--- config.mk ---
export PLATFORM = sky130hd
export DESIGN_NAME = edo_strobe_decoder
export DESIGN_NICKNAME = d
export VERILOG_FILES = /design/src/rtl/edo_strobe_decoder.sv
export SDC_FILE = /design/constraint.sdc
export NUM_CORES = 1
export LEC_CHECK = 0
export ABC_AREA = 0
export BUFFER_PORTS_ARGS = -buffer_cell sky130_fd_sc_hd__buf_2
export CORE_AREA = 2 2 259 261
export DETAILED_ROUTE_END_ITERATION = 8
export DIE_AREA = 0 0 261 263
export GPL_ROUTABILITY_DRIVEN = 0
export GPL_TIMING_DRIVEN = 0
export SETUP_SLACK_MARGIN = 0.4
export SLEW_MARGIN = 20
export SYNTH_ARGS = -nofsm -noshare
export SYNTH_HDL_FRONTEND = slang
export SYNTH_SLANG_ARGS = --single-unit
--- constraint.sdc ---
create_clock -name clk -period 6.6 [get_ports clk]
set_input_delay 0.33 -clock clk [delete_from_list [all_inputs] [get_ports clk]]
set_output_delay 0.33 -clock clk [all_outputs]
set_load 0.005 [all_outputs]
--- src/rtl/edo_strobe_decoder.sv ---
`timescale 1ns/1ps
module edo_strobe_decoder #(
  parameter int ADDR_W    = 12,
  parameter int COL_W     = 10,
  parameter int REF_W     = 12,
  parameter int DATA_W    = 16,
  parameter int ROW_BITS  = 2,
  parameter int COL_BITS  = 3,
  parameter int T_RAS_MIN = 4,
  parameter int T_RP_MIN  = 3
) (
  input  logic              clk,
  input  logic              rst_n,
  input  logic              ras_n,
  input  logic              lcas_n,
  input  logic              ucas_n,
  input  logic              we_n,
  input  logic              oe_n,
  input  logic [ADDR_W-1:0] addr,
  input  logic [DATA_W-1:0] dq_in,
  output logic [DATA_W-1:0] dq_out,
  output logic [1:0]        dq_oe,
  output logic [REF_W-1:0]  ref_row,
  output logic              timing_err
);
  localparam int LANE_W = DATA_W / 2;
  localparam int IDX_W  = ROW_BITS + COL_BITS;
  localparam int DEPTH  = 1 << IDX_W;
  localparam int CMAX   = (T_RAS_MIN > T_RP_MIN) ? T_RAS_MIN : T_RP_MIN;
  localparam int CNT_W  = $clog2(CMAX + 1);

  logic ras_q, ras_p, lcas_q, ucas_q, cas_p, we_q, we_p, oe_q, oe_p;
  logic [ADDR_W-1:0] addr_q;
  logic [DATA_W-1:0] din_q;

  always_ff @(posedge clk or negedge rst_n) begin
    if (!rst_n) begin
      ras_q <= 1'b1; ras_p <= 1'b1;
      lcas_q <= 1'b1; ucas_q <= 1'b1; cas_p <= 1'b1;
      we_q <= 1'b1; we_p <= 1'b1;
      oe_q <= 1'b1; oe_p <= 1'b1;
      addr_q <= '0;
      din_q <= '0;
    end else begin
      ras_q <= ras_n;   ras_p <= ras_q;
      lcas_q <= lcas_n; ucas_q <= ucas_n; cas_p <= lcas_q & ucas_q;
      we_q <= we_n;     we_p <= we_q;
      oe_q <= oe_n;     oe_p <= oe_q;
      addr_q <= addr;
      din_q <= dq_in;
    end
  end

  logic cas_q;
  assign cas_q = lcas_q & ucas_q;

  logic ras_fall, ras_rise, cas_fall, oe_fall, we_fall;
  assign ras_fall = ras_p & ~ras_q;
  assign ras_rise = ~ras_p & ras_q;
  assign cas_fall = cas_p & ~cas_q;
  assign oe_fall  = oe_p & ~oe_q;
  assign we_fall  = we_p & ~we_q;

  logic cbr_r;
  logic cbr_start, active, rd_go, wr_go;
  assign cbr_start = ras_fall & ~cas_q;
  assign active    = ~ras_q & ~ras_p & ~cbr_r;
  assign rd_go     = active & we_q & ((cas_fall & ~oe_q) | (oe_fall & ~cas_q));
  assign wr_go     = active & ((cas_fall & ~we_q) | (we_fall & ~cas_q));

  logic [ROW_BITS-1:0] row_r;
  logic [COL_W-1:0]    col_r, col_now;
  logic [IDX_W-1:0]    idx;
  assign col_now = cas_fall ? addr_q[COL_W-1:0] : col_r;
  assign idx     = {row_r, col_now[COL_BITS-1:0]};

  logic unused_bits;
  assign unused_bits = ^{addr_q[ADDR_W-1:ROW_BITS], col_now[COL_W-1:COL_BITS]};

  always_ff @(posedge clk or negedge rst_n) begin
    if (!rst_n) begin
      row_r <= '0;
      col_r <= '0;
      cbr_r <= 1'b0;
      ref_row <= '0;
    end else begin
      if (ras_fall && cas_q) row_r <= addr_q[ROW_BITS-1:0];
      if (active && cas_fall) col_r <= addr_q[COL_W-1:0];
      if (cbr_start) begin
        cbr_r <= 1'b1;
        ref_row <= ref_row + 1'b1;
      end else if (ras_q && cas_q) begin
        cbr_r <= 1'b0;
      end
    end
  end

  logic [DATA_W-1:0] mem [DEPTH];

  always_ff @(posedge clk) begin
    if (wr_go) begin
      if (!lcas_q) mem[idx][LANE_W-1:0]      <= din_q[LANE_W-1:0];
      if (!ucas_q) mem[idx][DATA_W-1:LANE_W] <= din_q[DATA_W-1:LANE_W];
    end
  end

  always_ff @(posedge clk or negedge rst_n) begin
    if (!rst_n) begin
      dq_out <= '0;
      dq_oe  <= 2'b00;
    end else begin
      if (rd_go) dq_out <= mem[idx];
      dq_oe[0] <= ~ras_q & ~lcas_q & ~oe_q & we_q & ~cbr_r & ~cbr_start;
      dq_oe[1] <= ~ras_q & ~ucas_q & ~oe_q & we_q & ~cbr_r & ~cbr_start;
    end
  end

  logic [CNT_W-1:0] lvl_cnt;
  always_ff @(posedge clk or negedge rst_n) begin
    if (!rst_n) begin
      lvl_cnt <= CNT_W'(CMAX);
      timing_err <= 1'b0;
    end else begin
      if (ras_q != ras_p) lvl_cnt <= CNT_W'(1);
      else if (lvl_cnt != CNT_W'(CMAX)) lvl_cnt <= lvl_cnt + 1'b1;
      timing_err <= (ras_rise && lvl_cnt < CNT_W'(T_RAS_MIN)) ||
                    (ras_fall && lvl_cnt < CNT_W'(T_RP_MIN));
    end
  end
endmodule


==> impl_metrics.csv <==
group,metric,value,unit
outcome,status,"completed",
setup_path,crit_type,"flop to flop",
synth,synth_most_common_cell,"edfxtp_1",
synth,yosysWarningCount,0,
sta,finalSetupViolations,0,
setup_path,crit_arrival,4.43,ns
finish,multi_input_area,5260,sq um
setup_path,required,6.84,ns
sta,setup_ws,2.41,ns
finish,stdcell_count,2458,
route,drt_iter0_drc,1405,
sta,rsz0062_at_grt,"no",
route,avgViaCountPerCell,5.39,
global_routing,grt_antenna_before_repair,1,
global_routing,grt_use_total,18.2,%
sta,hold_viol,0,
power_and_ir_drop,total_power,0.00899,W
synth,synth_area,22900,sq um
setup_path,critPathCaptureType,"flop",
synth,synth_cell_types,53,
synth,synth_ff_type,"edfxtp_1",
placement,io_buffer_count,56,
setup_path,critPathMaxFanout,10,
placement,place_inst,2321,
synth,async_reset_ff_share,11.7,%
sta,worstMarginPinSlew,1.13,ns
synth,syn-mean-instance-area,16.3,sq um
clock_tree,hold_buffers,25,
setup_path,start_kind,"flop",
synth,yosysSeqAreaShare,74.8,%
finish,regArea,17100,sq um
floorplanning,start_util,34.8,%
global_routing,grt_pass1_wl,90600,microns
clock_tree,cts.repair.resized,0,
sta,fin_skew,0.0163,ns
clock_tree,insertion_delay,0.63,ns
sta,relSlewSlack,24.8,%
route,drtAntennaViolNets,0,
clock_tree,clkSlewWorstSetupHoldPaths,0.06,ns
route,dr_total_vias,13300,
floorplanning,fp.dieH,263,microns
min_path,hp-class,"input pin to async pin",
clock_tree,cts_buffer_depth,3,
route,dr.pass1.iters,5,
finish,area_growth,15.8,%
sta,slew_viol_final,0,
power_and_ir_drop,p_int,0.00657,W
floorplanning,die_w,261,microns
finish,n_fill_cell,5917,
floorplanning,dieArea,68600,sq um
power_and_ir_drop,switchingPower,0.00243,W
global_routing,grt.overflow.total,0,
sta,hold_slack,0.232,ns
synth,synth-seq-cells,580,
power_and_ir_drop,ir_worst_vdd,191,uV
floorplanning,ios,66,
power_and_ir_drop,leakagePower,9.43,nW
power_and_ir_drop,sequentialPowerShare,46.8,%
route,routed_wirelength,62900,microns
placement,dp_slack,2.53,ns
synth,synth_edf_count,512,
synth,synth_area_leaders,"edfxtp_1 67%, mux2i_1 8.0%, dfrtp_1 6.3%",
placement,dpl.hpwl,42200,microns
power_and_ir_drop,p_per_area,340,nW/um^2
finish,nNetsFinal,1585,
power_and_ir_drop,p_clk_share,37.2,%
sta,finalCriticalPeriod,4.19,ns
sta,period_share,63.5,%
synth,synth_nets,1441,
route,wl_per_cell,25.6,microns
power_and_ir_drop,p_comb_share,16.0,%
sta,tns,0,ns
synth,synth_cells,1400,
floorplanning,num_rows,94,
global_routing,first_global_vias,13300,
floorplanning,core-area,65600,sq um
clock_tree,cts_max_level,2,
synth,synth_top_area_share,67.3,%
power_and_ir_drop,switching_share,27.0,%
finish,antennaDiodeCount,0,
clock_tree,cts_setup_buffers,0,
route,drcViolationCount,0,
clock_tree,cts_tree,"done",
global_routing,grt_max_degree,36,
clock_tree,numCtsBuffers,59,
sta,fmax,239,MHz
synth,netlist_top_cells_count,"512 x edfxtp_1, 182 x mux2i_1, 126 x nand2_1, 94 x nor2_1, 64 x o22ai_1",
synth,yosys.area.top_type,"edfxtp_1",
clock_tree,clkSinkCount,580,
clock_tree,root_buffer,"clkbuf_16",
finish,drive_above_1_share,15.2,%
run,drv_cap,0,
-- cell usage in the layout (no fill, tap or decap), types with 21 or more instances in the layout --
| cell type | synthesis | final |
|---|---|---|
| clkbuf_1 | 24 | 39 |
| dfrtp_1 | 58 | 49 |
| a21oi_1 | 27 | 27 |
| nor2_1 | 94 | 94 |
| buf_2 | 12 | 67 |
| a31oi_1 | 22 | 22 |
| clkbuf_16 | 0 | 60 |
| buf_4 | 21 | 22 |
| edfxtp_1 | 512 | 512 |
| nand2_1 | 126 | 126 |
| mux2i_1 | 182 | 182 |
| nor4_1 | 22 | 21 |
| o22ai_1 | 64 | 64 |
| dlygate4sd3_1 | 0 | 25 |
| nand3_1 | 34 | 34 |
-- path summary, 6_finish.rpt --
check                                 from                   end  slack (ns)  cells past startpoint
hold / removal                       rst_n    din_q[9]$_DFF_PN0_        0.23                      2
setup reg to reg           cas_p$_DFF_PN1_  mem[0][10]$_DFFE_PP_        2.41                      6
setup / recovery           cas_p$_DFF_PN1_  mem[0][10]$_DFFE_PP_        2.41                      6
hold reg to reg             oe_q$_DFF_PN1_        oe_p$_DFF_PN1_        0.38                      0
max in group asynchronous            rst_n        oe_p$_DFF_PN1_        5.72                      3
min in group clk                  dq_in[7]    din_q[7]$_DFF_PN0_        0.34                      2
-- sequential cells by signal, summed over array words and instances (netlist names) --
name / flops
dq_out: 16
oe_p: 1
ras_q: 1
we_q: 1
mem: 512
addr_q: 3
dq_oe: 2
oe_q: 1
we_p: 1
ref_row: 12
lvl_cnt: 3
lcas_q: 1
din_q: 16
cas_p: 1
row_r: 2
ras_p: 1
timing_err: 1
cbr_r: 1
ucas_q: 1
col_r: 3
-- per-layer routing --
metal,up-vias,track usage [%],routed length [microns]
met5,-,0,0
met4,0,6.59,2090
met3,127,3.10,4730
met2,564,30.0,30500
met1,6813,24.2,25600
li1,5746,-,-
-- kinds of logic (layout without fill, tap and decap cells) --
kind of cell | Yosys count | after routing | synth area share (%)
flip-flops | 580 | 580 | 74.8
adder cells (fa/ha/maj) | 6 | 6 | 0.328
buffers and inverters | 80 | 274 | 2.28
XOR/XNOR | 12 | 12 | 0.460
AND/OR/NAND/NOR | 321 | 321 | 6.22
multiplexers | 207 | 207 | 10.2
AO/OA/AOI/OAI | 194 | 194 | 5.78
-- through the flow --
| step | instance area (sq um) | util [%] |
|---|---|---|
| 2_1_floorplan | 22900 | - |
| 3_3_place_gp | 24200 | 36.9 |
| 3_5_place_dp | 24300 | 37.0 |
| 4_1_cts | 26400 | 40.3 |
| 5_1_grt | 26500 | 40.3 |
| 6_report | 26500 | 40.3 |
-- critical path: stages, from the launching register on --
cell	delay, ns
dfstp_2	0.58
a21boi_2	0.68
mux2i_2	0.57
buf_6	0.23
buf_2	0.31
nand3_1	0.46
nor2_1	0.95
-- final cells by class --
class / instances / share of cell area (%)
flip-flops and latches: 580 / 64.6
multi-input cells: 740 / 19.9
clock buffers: 80 / 6.14
well taps: 864 / 4.08
repair buffers: 83 / 2.17
plain buffers: 71 / 1.84
clock inverters: 31 / 1.19
inverters: 9 / 0.128
-- power groups by stage --
stage / sequential [W] / combinational [W] / clock [W]
after floorplan: 0.00424 / 0.000860 / 0
after global placement: 0.00428 / 0.00139 / 0
after detailed placement: 0.00429 / 0.00141 / 0
after CTS: 0.00421 / 0.00142 / 0.00337
after global routing: 0.00422 / 0.00151 / 0.00353
final: 0.00421 / 0.00144 / 0.00334
Power figures use the tool's default switching activity.
